### src/rtl/spa_pkg.sv
// Shared types for the streaming prefix adder.
// A gp_t is a (generate, propagate) pair; gp_join is the associative carry
// combine with the more significant pair on the left.
package spa_pkg;

    typedef struct packed {
        logic g;
        logic p;
    } gp_t;

    localparam gp_t GP_NEUTRAL = '{g: 1'b0, p: 1'b1};

    // Combine a more significant pair with a less significant one.
    function automatic gp_t gp_join(input gp_t hi, input gp_t lo);
        gp_t r;
        r.g = hi.g | (hi.p & lo.g);
        r.p = hi.p & lo.p;
        return r;
    endfunction

endpackage

### src/rtl/spa_pg_gen.sv
// Per-bit generate/propagate formation for one slice.
// Assumes plain unsigned slices; propagate is the XOR of the operand bits.
module spa_pg_gen
    import spa_pkg::*;
#(
    parameter int W = 16
) (
    input  logic [W-1:0] a,
    input  logic [W-1:0] b,
    output gp_t  [W-1:0] pg
);

    for (genvar i = 0; i < W; i++) begin : g_bit
        // Form the pair for bit i.
        assign pg[i].g = a[i] & b[i];
        assign pg[i].p = a[i] ^ b[i];
    end

endmodule

### src/rtl/spa_prefix_tree.sv
// Parallel-prefix network over one slice: an up-sweep reduction tree followed by
// a down-sweep that fills in the remaining prefixes.
// Output i is the combined pair of bits i..0 of the slice.
// Assumes W is a power of two; W = 1 gives a straight pass-through.
module spa_prefix_tree
    import spa_pkg::*;
#(
    parameter int W = 16
) (
    input  gp_t [W-1:0] leaf,
    output gp_t [W-1:0] pre
);

    localparam int LOG = $clog2(W);
    localparam int FIN = (LOG == 0) ? 0 : 2 * LOG - 1;

    gp_t [W-1:0] lvl [0:FIN];

    assign lvl[0] = leaf;

    // Up-sweep: level l joins nodes spaced 2**(l-1) apart at every 2**l-th bit.
    for (genvar l = 1; l <= LOG; l++) begin : g_up
        for (genvar i = 0; i < W; i++) begin : g_node
            if (((i + 1) % (1 << l)) == 0) begin : g_join
                assign lvl[l][i] = gp_join(lvl[l-1][i], lvl[l-1][i - (1 << (l-1))]);
            end else begin : g_pass
                assign lvl[l][i] = lvl[l-1][i];
            end
        end
    end

    // Down-sweep: step k fills the midpoints at distance 2**(LOG-k-1).
    for (genvar k = 1; k < LOG; k++) begin : g_dn
        localparam int LV   = LOG - k;
        localparam int DIST = 1 << (LV - 1);
        for (genvar i = 0; i < W; i++) begin : g_node
            if ((((i + 1) % (1 << LV)) == DIST) && (i >= (1 << LV))) begin : g_join
                assign lvl[LOG+k][i] = gp_join(lvl[LOG+k-1][i], lvl[LOG+k-1][i - DIST]);
            end else begin : g_pass
                assign lvl[LOG+k][i] = lvl[LOG+k-1][i];
            end
        end
    end

    assign pre = lvl[FIN];

endmodule

### src/rtl/spa_seg_fix.sv
// Folds the running pair of earlier slices into the local prefixes of the
// current slice and forms the sum bits and the slice's full block pair.
// The seed pair is broadcast to every leaf combine cell.
module spa_seg_fix
    import spa_pkg::*;
#(
    parameter int W = 16
) (
    input  gp_t [W-1:0] loc,
    input  logic [W-1:0] prop,
    input  gp_t          seed,
    output logic [W-1:0] sum,
    output gp_t          blk
);

    logic [W-1:0] cin;

    assign cin[0] = seed.g;

    for (genvar i = 1; i < W; i++) begin : g_cin
        // Carry into bit i: prefix of bits i-1..0 applied onto the seed.
        assign cin[i] = gp_join(loc[i-1], seed).g;
    end

    // Sum bit is propagate XOR incoming carry.
    assign sum = prop ^ cin;

    // Running pair after this slice.
    assign blk = gp_join(loc[W-1], seed);

endmodule

### src/rtl/stream_prefix_adder.sv
// Streaming long-integer adder taking SEG_W bits per operand per cycle, lowest
// slice first. Stage 1 registers the slice's local prefix terms; stage 2 folds
// in the accumulated pair of earlier slices and registers the sum slice.
// Assumes operands are whole multiples of SEG_W and framed by first/last marks.
module stream_prefix_adder
    import spa_pkg::*;
#(
    parameter int SEG_W = 16
) (
    input  logic             clk,
    input  logic             rst_n,
    input  logic             in_valid,
    input  logic             in_first,
    input  logic             in_last,
    input  logic [SEG_W-1:0] in_a,
    input  logic [SEG_W-1:0] in_b,
    output logic             out_valid,
    output logic             out_last,
    output logic             out_cout,
    output logic [SEG_W-1:0] out_sum
);

    gp_t [SEG_W-1:0] leaf_pg;
    gp_t [SEG_W-1:0] loc_pre;
    logic [SEG_W-1:0] leaf_p;

    logic             s1_valid;
    logic             s1_first;
    logic             s1_last;
    gp_t [SEG_W-1:0]  s1_loc;
    logic [SEG_W-1:0] s1_prop;

    gp_t              acc_q;
    gp_t              seed;
    gp_t              blk;
    logic [SEG_W-1:0] fix_sum;

    spa_pg_gen #(.W(SEG_W)) u_pg (
        .a  (in_a),
        .b  (in_b),
        .pg (leaf_pg)
    );

    spa_prefix_tree #(.W(SEG_W)) u_tree (
        .leaf (leaf_pg),
        .pre  (loc_pre)
    );

    for (genvar i = 0; i < SEG_W; i++) begin : g_prop
        // Pull the propagate bits out for the sum stage.
        assign leaf_p[i] = leaf_pg[i].p;
    end

    // Stage 1 register: slice control and local prefix terms.
    always_ff @(posedge clk) begin
        if (!rst_n) begin
            s1_valid <= 1'b0;
            s1_first <= 1'b0;
            s1_last  <= 1'b0;
            s1_loc   <= '0;
            s1_prop  <= '0;
        end else begin
            s1_valid <= in_valid;
            s1_first <= in_first & in_valid;
            s1_last  <= in_last & in_valid;
            s1_loc   <= loc_pre;
            s1_prop  <= leaf_p;
        end
    end

    // A first slice starts from the neutral pair, not the previous operand.
    assign seed = s1_first ? GP_NEUTRAL : acc_q;

    spa_seg_fix #(.W(SEG_W)) u_fix (
        .loc  (s1_loc),
        .prop (s1_prop),
        .seed (seed),
        .sum  (fix_sum),
        .blk  (blk)
    );

    // Accumulator: running pair of all slices of the current operand so far.
    always_ff @(posedge clk) begin
        if (!rst_n) begin
            acc_q <= GP_NEUTRAL;
        end else if (s1_valid) begin
            acc_q <= blk;
        end
    end

    // Output register: sum slice, last flag and operand carry out.
    always_ff @(posedge clk) begin
        if (!rst_n) begin
            out_valid <= 1'b0;
            out_last  <= 1'b0;
            out_cout  <= 1'b0;
            out_sum   <= '0;
        end else begin
            out_valid <= s1_valid;
            out_last  <= s1_last;
            out_cout  <= s1_valid & s1_last & blk.g;
            out_sum   <= fix_sum;
        end
    end

endmodule

### config.mk
export PLATFORM = sky130hd
export DESIGN_NAME = stream_prefix_adder
export DESIGN_NICKNAME = d
export VERILOG_FILES = /design/src/rtl/spa_pkg.sv /design/src/rtl/spa_pg_gen.sv /design/src/rtl/spa_prefix_tree.sv /design/src/rtl/spa_seg_fix.sv /design/src/rtl/stream_prefix_adder.sv
export SDC_FILE = /design/constraint.sdc
export NUM_CORES = 1
export LEC_CHECK = 0
export ABC_AREA = 1
export BUFFER_PORTS_ARGS = -buffer_cell sky130_fd_sc_hd__buf_2
export CELL_PAD_IN_SITES_DETAIL_PLACEMENT = 1
export CELL_PAD_IN_SITES_GLOBAL_PLACEMENT = 1
export CORE_ASPECT_RATIO = 1.25
export CORE_MARGIN = 4
export CORE_UTILIZATION = 40
export DETAILED_ROUTE_END_ITERATION = 8
export HOLD_SLACK_MARGIN = 0.06
export PLACE_DENSITY = 0.79
export RECOVER_POWER = 100
export SLEW_MARGIN = 20
export SYNTH_ARGS = -nofsm -noshare
export SYNTH_HDL_FRONTEND = slang
export SYNTH_HIERARCHICAL = 1
export SYNTH_SLANG_ARGS = --single-unit
### constraint.sdc
create_clock -name clk -period 1.9 [get_ports clk]
set_clock_uncertainty 0.1 [all_clocks]
set_input_delay 0.095 -clock clk [delete_from_list [all_inputs] [get_ports clk]]
set_output_delay 0.095 -clock clk [all_outputs]
set_load 0.02 [all_outputs]
==> results of run 1 <==
## worst max-delay path: cells and delay by family
family                     cells  cell delay (ns)
adders and majority gates      1             0.28
buffers and inverters          4             0.87
and+or+nand+nor                9             0.72
## flip-flops by register name, summed over array words and instances (netlist names)
register   cells
acc_q          1
out_cout       1
out_last       1
out_sum       16
out_valid      1
s1_first       1
s1_last        1
s1_loc        32
s1_prop       16
s1_valid       1
## how the worst max path moves through the flow
| stage | from | end | slack [ns] | cells after the start |
|---|---|---|---|---|
| final | in_b[10] | s1_loc[29] | 0.13 | 14 |
| after global routing | in_b[4] | s1_loc[30] | 0.01 | 14 |
| after CTS | in_b[7] | s1_loc[29] | 0.02 | 15 |
| after detailed placement | in_a[2] | s1_loc[31] | 0.15 | 16 |
| after global placement | in_a[2] | s1_loc[29] | 0.20 | 16 |
| after floorplan | in_a[2] | s1_loc[31] | 0.46 | 15 |
## stage by stage
stage | worst slack, ns | instances | util, %
after floorplan | 0.457 | 435 | -
after global placement | 0.201 | 575 | 46.0
after detailed placement | 0.145 | 575 | 46.0
after CTS | 0.0172 | 612 | 52.0
after global routing | 0.00956 | 611 | 52.6
final | 0.125 | 611 | 52.6
## per-layer routing
layer	share of wire (%)	track usage, %	wire (µm)	vias to the layer above
met5	0	0	0	-
met4	2.4	7.24	174	0
met3	3.4	3.15	241	17
met2	56	29.8	4040	43
met1	38	16.7	2700	1240
li1	-	-	-	1386
## what timing repair did
action                                 CTS  global route
setup endpoints to repair                0             6
hold buffers                            21             0
buffers inserted                         0             1
endpoints found under the hold margin   17             0
gates resized for setup                  0            11
## power groups by stage
stage / registers, mW / clock network, mW / logic [mW]
2_1_floorplan: 1.68 / 0 / 0.309
3_3_place_gp: 1.64 / 0 / 0.457
3_5_place_dp: 1.65 / 0 / 0.478
4_1_cts: 1.61 / 1.49 / 0.526
5_1_grt: 1.62 / 1.56 / 0.626
6_report: 1.61 / 1.46 / 0.551
## layout by cell type, fill, tap and decap left out, types with 2 or more instances in the layout
cell and count:
inv_2 2, inv_1 124, ha_1 12, buf_2 33
buf_4 3, nor3_2 2, nand2_2 16, nand2_1 143
bufinv_16 3, dfxtp_1 71, nand3_1 16, nand2_4 2
clkbuf_1 22, nor2_4 4, nor2_1 10, ha_4 4
o21bai_1 2, a21o_1 6, a21oi_1 5, dlygate4sd3_1 21
clkbuf_8 10
## layout make-up
cell class                      count  area (µm²)
Clock inverter                      5         104
Sequential cell                    71        1420
Tap cell                           92         115
Multi-Input combinational cell    226        1210
Clock buffer                       11         141
Inverter                          126         473
Timing Repair Buffer               80         502
Fill cell                        1012        3570
==> results.sh, run 1 <==
export IMPL_whs_ns=0.0715
export IMPL_grt_max_degree=32
export IMPL_tritoncts="yes"
export IMPL_overflow=0
export IMPL_pwr_share_clk_pct=40.4
export IMPL_antenna_found_initial=0
export IMPL_drive_gt1_share_pct=16.4
export IMPL_fin_tns_setup_ns=0
export IMPL_hold_viol_final=0
export IMPL_r2r_setup_slack_ns=0.35
export IMPL_clkTransAtPathRegs_ns=0.07
export IMPL_ant_nets=0
export IMPL_critPathRequiredTime_ns=2.09
export IMPL_wl_per_cell_um=11.7
export IMPL_worst_setup_path_start_kind="input pin"
export IMPL_slew_headroom_pct=28.7
export IMPL_critPathCaptureType="register"
export IMPL_synth_warnings=6
export IMPL_clkLatencyLatePin_ns=0.34
export IMPL_p_leak_nw=2.47
export IMPL_initial_utilization_pct=41.8
export IMPL_slew_violations=0
export IMPL_cts_root_buf="clkbuf_8"
export IMPL_fmax_ghz=0.563
export IMPL_n_antenna_cell=0
export IMPL_ios=56
export IMPL_finalSetupViolCount=0
export IMPL_cp_slowest_cell="dlygate4sd3_1"
export IMPL_die_w_um=87.3
export IMPL_place_area_um2=3460
export IMPL_tightest_slew_ns=1.07
export IMPL_cts_buffers=9
export IMPL_route_vias_total=2686
export IMPL_drc=0
export IMPL_grt_usage_pct=15.9
export IMPL_synth_fp_nets=488
export IMPL_min_from="in_b[8]"
export IMPL_crit_type="in -> reg"
export IMPL_crit_path_max_fanout=4
export IMPL_syn_avg_cell_area_um2=7.23
export IMPL_cap_violations=0
export IMPL_num_rows=35
export IMPL_switchingPower_mw=0.902
export IMPL_hold_end="s1_prop[8]"
export IMPL_critPathMaxStageDelay_ns=0.53
export IMPL_arrival_ns=1.97
export IMPL_p_comb_share_pct=15.2
export IMPL_status="finished, final reports clean"
export IMPL_min_delay_path_depth=4
export IMPL_p_total_mw=3.63
export IMPL_grt_pass1_wl_um=11900
export IMPL_period_needed_ns=1.77
export IMPL_synthCells=435
export IMPL_ir_drop_mv=0.413
export IMPL_power_density_nw_per_um2=915
export IMPL_area_growth_syn_to_layout_pct=25.9
export IMPL_finalCritPeriodShare_pct=93.4
export IMPL_hold_path_class="in -> reg"
export IMPL_swShare_pct=24.9
export IMPL_p_int_mw=2.72
export IMPL_port_buffers=55
export IMPL_htreeDepth=3
export IMPL_drt_vias_per_instance=4.40
export IMPL_die_area_um2=9360
export IMPL_path_common_cell="nand2_1"
export IMPL_coreArea_um2=7530
export IMPL_rsz0062_at_grt="false"
export IMPL_post_dp_hpwl_um=4800
export IMPL_nets=567
export IMPL_r2r_cells=9
export IMPL_chipHeight_um=107
export IMPL_drt_iter0_markers=72
export IMPL_drt_wl_total_um=7160
export IMPL_first_pass_iters=4
export IMPL_gp_congestion=0.764
export IMPL_grt_pass1_vias=2784
export IMPL_syn_area_um2=3150
export IMPL_post_route_cell_area_um2=3960
export IMPL_worstReg2RegStart="acc_q[1]"
export IMPL_cts_sinks=71
export IMPL_worstPathCellList="dlygate4sd3_1, buf_2, ha_4, nand2_1, buf_4, nor2_1, nand2_1, nand2_2, nand2_1, nand2_2, nand2_1, nand2_1, nand2_1, inv_1"
export IMPL_p_seq_share_pct=44.4
export IMPL_worstReg2RegEnd="out_sum[4]"
export IMPL_clockBufferDepth=2
Note: power is estimated with default switching activity, not from simulation.
==> inputs of run 2 (changes only) <==
==> constraint.sdc (replaced) <==
create_clock -name clk -period 1.9 [get_ports clk]
set_clock_uncertainty 0.1 [all_clocks]
set_input_delay 0.38 -clock clk [delete_from_list [all_inputs] [get_ports clk]]
set_output_delay 0.38 -clock clk [all_outputs]
set_load 0.02 [all_outputs]
==> results.sh, run 2 (synthesis gave the netlist of run 1 again) <==
export IMPL_clkTransAtPathRegs_ns=0.07
export IMPL_final_common_cell="nand2_1"
export IMPL_die_w_um=87.3
export IMPL_min_from="in_first"
export IMPL_initial_utilization_pct=41.8
export IMPL_worstReg2RegEnd="out_sum[3]"
export IMPL_cts_sinks=71
export IMPL_drt_iter0_markers=83
export IMPL_rsz0062_at_grt="false"
export IMPL_critPathRequiredTime_ns=2.08
export IMPL_gp_congestion=0.723
export IMPL_grt_pass1_vias=2757
export IMPL_critPathMaxStageDelay_ns=0.31
export IMPL_coreArea_um2=7530
export IMPL_route_vias_total=2609
export IMPL_worstReg2RegStart="acc_q[1]"
export IMPL_fillCellCount=1029
export IMPL_r2r_setup_slack_ns=0.50
export IMPL_p_leak_nw=2.46
export IMPL_r2r_cells=9
export IMPL_worstPathCellList="buf_2, ha_1, nand2_1, nor2_2, nand2_4, nor2_4, inv_2, nor2_4, nand2_2, inv_2, nand2_2, nor3_2, nand2_1, inv_1"
export IMPL_slew_headroom_pct=21.9
export IMPL_cts_buffers=9
export IMPL_htreeDepth=3
export IMPL_fmax_ghz=0.605
export IMPL_hold_path_class="in -> reg"
export IMPL_slew_violations=0
export IMPL_ios=56
export IMPL_drc=0
export IMPL_num_rows=35
export IMPL_overflow=0
export IMPL_drt_wl_total_um=6540
export IMPL_ant_nets=0
export IMPL_hold_end="s1_first"
export IMPL_area_growth_syn_to_layout_pct=21.0
export IMPL_crit_path_max_fanout=3
export IMPL_first_pass_iters=5
export IMPL_finalSetupViolCount=0
export IMPL_drive_gt1_share_pct=18.1
export IMPL_antenna_found_initial=0
export IMPL_port_buffers=55
export IMPL_largestRegisters="s1_loc x32, out_sum x16, s1_prop x16"
export IMPL_nets=562
export IMPL_period_needed_ns=1.65
export IMPL_finalCritPeriodShare_pct=87.0
export IMPL_fin_tns_setup_ns=0
export IMPL_grt_usage_pct=15.3
export IMPL_postCtsSetupBuffers=0
export IMPL_die_area_um2=9360
export IMPL_arrival_ns=1.83
export IMPL_worst_setup_path_start_kind="input pin"
export IMPL_grt_pass1_wl_um=11300
export IMPL_p_total_mw=3.70
export IMPL_clockBufferDepth=2
export IMPL_status="finished, final reports clean"
export IMPL_largest_reg_flops=32
export IMPL_hold_viol_final=0
export IMPL_tightest_slew_ns=1.17
export IMPL_final_cell_mix="nand2_1 (147), inv_1 (124), dfxtp_1 (71)"
export IMPL_hold_buffers=0
export IMPL_power_density_nw_per_um2=973
export IMPL_largest_register="s1_loc"
export IMPL_clkLatencyLatePin_ns=0.34
export IMPL_min_delay_path_depth=3
export IMPL_cts_root_buf="clkbuf_8"
export IMPL_grt_max_degree=69
export IMPL_crit_type="in -> reg"
export IMPL_ir_drop_mv=0.444
export IMPL_chipHeight_um=107
export IMPL_cp_slowest_cell="ha_1"
export IMPL_tritoncts="yes"
export IMPL_drt_vias_per_instance=4.31
export IMPL_critPathCaptureType="register"
export IMPL_post_dp_hpwl_um=4850
export IMPL_multi_input_area_um2=1130
export IMPL_wl_per_cell_um=10.8
export IMPL_cts_resized=0
export IMPL_seqCellArea_um2=1420
export IMPL_cap_violations=0
export IMPL_n_antenna_cell=0
[run 2: cell count changes in the layout (fill, tap and decap cells not counted), sizes merged]
cell,change
inv,-1
buf,+19
bufinv,+1
dlygate4sd3,-21
clkbuf,-3
[run 2: area by class of cell]
class                           instances  share of cell area [%]
Clock buffer                           11                    3.71
Clock inverter                          5                    3.39
Inverter                              126                    12.4
Multi-Input combinational cell        226                    29.6
Sequential cell                        71                    37.3
Tap cell                               92                    3.02
Timing Repair Buffer                   75                    10.5
[run 2: critical path: cells and delay by family]
family / cells / cell delay [ns]
simple gates: 9 / 0.84
fa+ha+maj: 1 / 0.31
buf+inv: 4 / 0.30
[run 2: worst max path at each step]
| stage | startpoint | end | slack [ns] | depth (start not counted) |
|---|---|---|---|---|
| 3_3_place_gp | in_a[3] | s1_loc[29] | -0.03 | 14 |
| 4_1_cts | in_a[3] | s1_loc[29] | 0.28 | 16 |
| 5_1_grt | in_b[3] | s1_loc[29] | 0.06 | 16 |
| 6_report | in_a[7] | s1_loc[30] | 0.25 | 14 |
| 2_1_floorplan | in_a[2] | s1_loc[31] | 0.17 | 15 |
| 3_5_place_dp | in_a[7] | s1_loc[30] | -0.07 | 14 |
[run 2: metrics by stage]
stage	util [%]	area, µm²	hold WS [ns]	setup slack (ns)	std cells
floorplan	-	3150	0.309	0.172	435
global placement	47.5	3580	0.317	-0.0328	590
detailed placement	47.5	3580	0.332	-0.0729	590
CTS	51.1	3850	0.128	0.282	606
global route	50.5	3810	0.142	0.0586	606
finish	50.5	3810	0.148	0.247	606
[run 2: power breakdown]
group          leakage, nW  switching, mW  internal [mW]
Combinational         1.74          0.299          0.205
Clock                0.134          0.543           1.04
Sequential           0.585         0.0301           1.58
[run 2: routing by layer]
metal  GRT usage [%]  vias to the layer above  wire (µm)
li1                -                     1369          -
met1            14.4                     1193       2440
met2            30.8                       37       3760
met3            2.77                       10        221
met4            6.25                        0        116
met5               0                        -          0
